### src/rtl/dims_pkg.sv
package dims_pkg;
  localparam int unsigned N_VARS = 2;
  localparam int unsigned N_MT   = 1 << N_VARS;

  // Rail selected for variable j inside minterm m: 1 picks true rail.
  function automatic logic pick_true(input int unsigned m, input int unsigned j);
    return ((m >> j) & 1) != 0;
  endfunction

  // Truth-table lookup for a dual-rail function, index {a,b}.
  function automatic logic truth_lookup(input logic [N_MT-1:0] func,
                                        input logic [N_VARS-1:0] idx);
    return func[idx];
  endfunction
endpackage

### src/rtl/dims_celem.sv
module dims_celem #(
  parameter int unsigned N_IN = 2
) (
  input  logic            clk,
  input  logic            rst_n,
  input  logic [N_IN-1:0] in,
  output logic            q
);
  logic all_hi;
  logic all_lo;

  assign all_hi = &in;
  assign all_lo = ~|in;

  always_ff @(posedge clk or negedge rst_n) begin
    if (!rst_n)      q <= 1'b0;
    else if (all_hi) q <= 1'b1;
    else if (all_lo) q <= 1'b0;
  end

  // coincidence of ones must set the holder on the next edge
  assert_set_on_coincidence_R3: assert property (@(posedge clk) disable iff (!rst_n)
    all_hi |=> q);
  // all-zero inputs must clear the holder
  assert_clear_on_zero_R4: assert property (@(posedge clk) disable iff (!rst_n)
    all_lo |=> !q);
  // mixed inputs keep the stored value
  assert_hold_on_mixed_R6: assert property (@(posedge clk) disable iff (!rst_n)
    (!all_hi && !all_lo) |=> $stable(q));
endmodule

### src/rtl/dims_minterm_row.sv
module dims_minterm_row
  import dims_pkg::*;
#(
  parameter int unsigned NV = N_VARS,
  localparam int unsigned NM = 1 << NV
) (
  input  logic          clk,
  input  logic          rst_n,
  input  logic [NV-1:0] v_t,
  input  logic [NV-1:0] v_f,
  output logic [NM-1:0] mt
);
  for (genvar m = 0; m < NM; m++) begin : g_mt
    logic [NV-1:0] rails;
    for (genvar j = 0; j < NV; j++) begin : g_var
      if (pick_true(m, j)) begin : g_t
        assign rails[j] = v_t[j];
      end else begin : g_f
        assign rails[j] = v_f[j];
      end
    end
    dims_celem #(.N_IN(NV)) u_c (
      .clk  (clk),
      .rst_n(rst_n),
      .in   (rails),
      .q    (mt[m])
    );
  end

  // at most one minterm active under a legal protocol
  assert_single_minterm_R7: assert property (@(posedge clk) disable iff (!rst_n)
    $onehot0(mt));
endmodule

### src/rtl/dims_or_collect.sv
module dims_or_collect #(
  parameter int unsigned        NM   = 4,
  parameter logic [NM-1:0]      FUNC = '0
) (
  input  logic [NM-1:0] mt,
  output logic          rail_t,
  output logic          rail_f
);
  assign rail_t = |(mt & FUNC);
  assign rail_f = |(mt & ~FUNC);
endmodule

### src/rtl/dims_gate.sv
module dims_gate
  import dims_pkg::*;
#(
  parameter logic [3:0] FUNC = 4'b0110
) (
  input  logic clk,
  input  logic rst_n,
  input  logic a_t,
  input  logic a_f,
  input  logic b_t,
  input  logic b_f,
  output logic y_t,
  output logic y_f
);
  logic [N_MT-1:0] mt_q;
  logic a_valid, b_valid, both_valid, both_spacer, out_spacer;
  logic exp_bit;

  assign a_valid     = a_t ^ a_f;
  assign b_valid     = b_t ^ b_f;
  assign both_valid  = a_valid && b_valid;
  assign both_spacer = !(a_t || a_f || b_t || b_f);
  assign exp_bit     = truth_lookup(FUNC, {a_t, b_t});

  // variable 1 is a (MSB of the index), variable 0 is b
  dims_minterm_row #(.NV(N_VARS)) u_row (
    .clk  (clk),
    .rst_n(rst_n),
    .v_t  ({a_t, b_t}),
    .v_f  ({a_f, b_f}),
    .mt   (mt_q)
  );

  dims_or_collect #(.NM(N_MT), .FUNC(FUNC)) u_or (
    .mt    (mt_q),
    .rail_t(y_t),
    .rail_f(y_f)
  );

  assign out_spacer = !y_t && !y_f;

  assert_legal_a_R1: assert property (@(posedge clk) disable iff (!rst_n)
    !(a_t && a_f));
  assert_legal_b_R1: assert property (@(posedge clk) disable iff (!rst_n)
    !(b_t && b_f));
  assert_truth_R3: assert property (@(posedge clk) disable iff (!rst_n)
    both_valid |=> (y_t == $past(exp_bit)) && (y_f == !$past(exp_bit)));
  assert_spacer_return_R4: assert property (@(posedge clk) disable iff (!rst_n)
    both_spacer |=> out_spacer);
  assert_no_early_R5: assert property (@(posedge clk) disable iff (!rst_n)
    (out_spacer && !both_valid) |=> out_spacer);
  assert_hold_R6: assert property (@(posedge clk) disable iff (!rst_n)
    (!out_spacer && !both_spacer) |=> $stable({y_t, y_f}));
  assert_rails_exclusive_R7: assert property (@(posedge clk) disable iff (!rst_n)
    !(y_t && y_f));
endmodule

### config.mk
export PLATFORM = sky130hd
export DESIGN_NAME = dims_gate
export DESIGN_NICKNAME = d
export VERILOG_FILES = /design/src/rtl/dims_pkg.sv /design/src/rtl/dims_celem.sv /design/src/rtl/dims_minterm_row.sv /design/src/rtl/dims_or_collect.sv /design/src/rtl/dims_gate.sv
export SDC_FILE = /design/constraint.sdc
export NUM_CORES = 1
export LEC_CHECK = 0
export ABC_CLOCK_PERIOD_IN_PS = 2400
export BUFFER_PORTS_ARGS = -buffer_cell sky130_fd_sc_hd__buf_2
export CORE_AREA = 3 3 40 42
export DETAILED_ROUTE_END_ITERATION = 10
export DIE_AREA = 0 0 43 45
export GPL_TIMING_DRIVEN = 0
export PLACE_DENSITY = 0.32
export SETUP_SLACK_MARGIN = 0.5
export SLEW_MARGIN = 30
export SYNTH_ARGS = -nofsm -noshare
export SYNTH_HDL_FRONTEND = slang
export SYNTH_SLANG_ARGS = --single-unit
### constraint.sdc
create_clock -name clk -period 2.4 [get_ports clk]
set_clock_uncertainty 0.1 [all_clocks]
set_input_delay 0.12 -clock clk [delete_from_list [all_inputs] [get_ports clk]]
set_output_delay 0.12 -clock clk [all_outputs]
set_load 0.05 [all_outputs]
Word level (Yosys, flattened, before mapping) --
Index checks and enable logic that the tools add are counted.
Storage, ports and cells: word-level logic and storage cells 26, bits of input ports 6, bits in registers 4, memory bits (writable) 0, output and inout bits 2, bits in latches 0, memory bits (read-only) 0, memories 0
Cells by class: multipliers 0, order comparisons 0, divide/modulo/power cells 0, multiplexer cells 8, shift operators 0, add/subtract/negate cells 0, bitwise operators 0, eq/ne operators 4, reduce and logical (&&, ||, !) cells 10
Operators with widths (count):
- 2-bit OR reduction | 6
- 1-bit 2-to-1 mux | 8
- 2-bit != test (second input constant) | 4
- 2-bit AND reduction | 4

Logic depth before layout (Yosys ltp) --
depth in word-level cells 3, mapped depth 2

Cells and area by module --
Synthesis repeated with hierarchy kept, for this count alone.
Unflattened totals: cells, all modules 14, area total of the unflattened synthesis 222.7 um2
Modules (own cells, without submodules):
- dims_celem | area each 52.6 um2, cells an instance 3, sequential area each 25.0 um2, instances 4
- dims_or_collect | area each 12.5 um2, cells an instance 2, sequential area each 0.0 um2, instances 1

Worst setup path before layout --
No wires, ideal clock.
path type register to output, from reg u_row.g_mt[3].u_c.q, to out y_f, cell stages (with the launch flop) 2, required time 2.180 ns, arrival 0.765 ns, slack 1.415 ns, buffers on the path 0, cell sequence dfrtp_1 or2_2
Between the ends: longest elaborated chain between the ends 1
Ends and longest elaborated chain:
- start: declaration | RTL line dims_celem.sv:7 | output logic q
- start signal: assignment | RTL line dims_celem.sv:16 | if (!rst_n) q <= 1'b0;
- start signal: assignment | RTL line dims_celem.sv:17 | else if (all_hi) q <= 1'b1;
- start signal: assignment | RTL line dims_celem.sv:18 | else if (all_lo) q <= 1'b0;
- 2-bit OR reduction | RTL line dims_or_collect.sv:10 | assign rail_f = |(mt & ~FUNC);
- end: declaration | RTL line dims_gate.sv:13 | output logic y_f
No other way between the ends.

Worst setup path after layout --
from reg u_row.g_mt[2].u_c.q, to out y_t
Between the ends: longest elaborated chain between the ends 1
Ends and longest elaborated chain:
- start: declaration | RTL line dims_celem.sv:7
- start signal: assignment | RTL line dims_celem.sv:16
- start signal: assignment | RTL line dims_celem.sv:17
- start signal: assignment | RTL line dims_celem.sv:18
- 2-bit OR reduction | RTL line dims_or_collect.sv:9 | assign rail_t = |(mt & FUNC);
- end: declaration | RTL line dims_gate.sv:12 | output logic y_t,
No other way between the ends.

==> flow_metrics.env <==
export IMPL_status="completed"
export IMPL_ys_warn_count=0
export IMPL_cts_sinks=4
export IMPL_setup_tns_ns=0
export IMPL_io_buffers=7
export IMPL_max_stage_delay_ns=0.37
export IMPL_rsz0062_at_grt="false"
export IMPL_tightestPinTransition_ns=0.2482
export IMPL_grt_ovfl_total=0
export IMPL_powerDensity_nw_per_um2=731.0
export IMPL_crit_chain="or2_2, buf_2"
export IMPL_relSlewSlack_pct=83.57
export IMPL_drive_gt1_share_pct=64.00
export IMPL_critical_path_class="register to output port"
export IMPL_clk_latency_ns=0.23
export IMPL_design_area_um2=309.0
export IMPL_arrival_ns=1.10
export IMPL_synth_area_leaders="dfrtp_1, mux2_4, ha_1"
export IMPL_start_kind="register"
export IMPL_worst_slack_ns=1.077
export IMPL_n_antenna_cell=0
export IMPL_firstDrtPassIters=1
export IMPL_grt_max_degree=5
export IMPL_post_cts_buffers=0
export IMPL_ctsRootBufferMaster="clkbuf_4"
export IMPL_report_final_hold_viol_count=0
export IMPL_start_util_pct=17.33
export IMPL_crit_fanout=2
export IMPL_dpl_cell_area_um2=276.5
export IMPL_p_leak_uw=0.0001695
export IMPL_cts_max_level=1
export IMPL_yosysUniqueCellTypes=4
export IMPL_slew_viol_final=0
export IMPL_chipHeight_um=45
export IMPL_max_freq_mhz=756.1
export IMPL_largest_reg_flops=4
export IMPL_grt_pass1_wl_um=676
export IMPL_drc=0
export IMPL_postRouteAntennaNets=0
export IMPL_hold_path_class="primary input to asynchronous set/reset pin"
export IMPL_cp_end_kind="output port"
export IMPL_antenna_found_initial=0
export IMPL_area_growth_pct=38.76
export IMPL_drt_iter0_markers=0
export IMPL_gp_congestion=0.5764
export IMPL_final_nets=37
export IMPL_io_pins=8
export IMPL_cts_tree="built"
export IMPL_max_cap_violations=0
export IMPL_cts_inserted_buffers=3
export IMPL_top_regs="u_row.g_mt.u_c.q x4"
export IMPL_post_drt_wl_per_cell_um=9.025
export IMPL_core_area_um2=1285
export IMPL_dieArea_um2=1935
export IMPL_synth_top_area_cell="dfrtp_1"
export IMPL_syn_nets=24
export IMPL_postLayoutCoreUtil_pct=24.05
export IMPL_fin_total_pwr_uw=225.9
export IMPL_synth_cells=14
export IMPL_finalCritPeriodShare_pct=55.11
export IMPL_dp_slack_ns=1.319
export IMPL_required_ns=2.18
export IMPL_synth_seq_cells=4
export IMPL_die_width_um=43
export IMPL_finalCriticalPeriod_ns=1.323
export IMPL_yosysTopAreaCellShare_pct=44.94
export IMPL_num_rows=13
export IMPL_grt_pass1_vias=173
export IMPL_top_register="u_row.g_mt.u_c.q"
export IMPL_clk_pin_slew_ns=0.03
export IMPL_setup_violations=0
export IMPL_cts_max_path_buffers=2
export IMPL_ir_drop_v=0.0001453
export IMPL_cpMaxStageDelayCell="dfrtp_1"
export IMPL_vias_per_cell=3.450
export IMPL_avgSynthCellArea_um2=15.91
export IMPL_routed_wl_um=361
export IMPL_yosysSeqAreaShare_pct=44.94
export IMPL_syn_area_um2=222.7
export IMPL_grt_total_usage_pct=5.681
export IMPL_via_count=138
export IMPL_dp_hpwl_um=314.3
==> layout make-up <==
type / count / area [um2]
Clock buffer: 3 / 22.52
Fill cell: 142 / 975.9
Multi-Input combinational cell: 10 / 122.6
Sequential cell: 4 / 100.1
Tap cell: 15 / 18.77
Timing Repair Buffer: 8 / 45.04
==> worst max-delay path: cells and delay by family, from the launching register on <==
| kind | cells | cell delay (ns) |
|---|---|---|
| buf+inv | 1 | 0.21 |
| flops | 1 | 0.37 |
| simple gates | 1 | 0.29 |
==> cells in the mapped netlist, drive strengths merged <==
cell	instances
dfrtp	4
ha	4
mux2	4
or2	2
==> logic make-up after synthesis <==
kind of cell	Yosys count	synth area share, %
fa+ha+maj	4	22.47
flops	4	44.95
mux	4	26.97
simple gates	2	5.617
==> timing repair <==
action | in CTS | in global routing
setup endpoints to repair | 0 | 0
resized for setup | 0 | 0
hold endpoints to repair | 4 | 0
hold buffers | 1 | 0
==> final timing paths <==
| check | startpoint | to | slack, ns | depth (start not counted) |
|---|---|---|---|---|
| worst max-delay path | u_row.g_mt[2].u_c.q$_DFFE_PN0P_ | y_t | 1.08 | 2 |
| worst min-delay path | rst_n | u_row.g_mt[3].u_c.q$_DFFE_PN0P_ | 0.12 | 2 |
| worst max register to register | u_row.g_mt[2].u_c.q$_DFFE_PN0P_ | u_row.g_mt[2].u_c.q$_DFFE_PN0P_ | 1.56 | 1 |
| worst min register to register | u_row.g_mt[3].u_c.q$_DFFE_PN0P_ | u_row.g_mt[3].u_c.q$_DFFE_PN0P_ | 0.40 | 1 |
| max in group asynchronous | rst_n | u_row.g_mt[1].u_c.q$_DFFE_PN0P_ | 1.96 | 2 |
| min in group clk | b_t | u_row.g_mt[3].u_c.q$_DFFE_PN0P_ | 0.17 | 3 |
==> metrics by stage <==
stage / hold slack (ns) / cells
finish: 0.1233 / 40
global route: 0.1360 / 40
floorplan: -0.2756 / 14
CTS: 0.1202 / 40
global placement: -0.1740 / 36
detailed placement: -0.1707 / 36
==> where the power goes <==
| part | total (uW) | leakage [uW] | internal [uW] | switching, uW |
|---|---|---|---|---|
| logic | 65.2 | 0.000104 | 29.1 | 36.2 |
| clock network | 80.0 | 0.0000138 | 55.7 | 24.3 |
| registers | 80.7 | 0.0000516 | 76.3 | 4.39 |
| total | 226 | 0.000170 | 161 | 64.8 |
==> placed cells by master (no fill, tap or decap) <==
cell type / count
clkbuf_4: 3
mux2_4: 4
dlygate4sd3_1: 1
or2_2: 2
dfrtp_1: 4
ha_1: 4
buf_2: 7
==> per-layer routing <==
metal  GRT usage, %  wire length, um  vias to the layer above
met5              0                0                        -
met4          10.84                0                        0
met3              0               35                        0
met2          6.287              158                        7
met1          7.056              166                       59
li1               -                -                       72
Power figures use the tool's default switching activity.
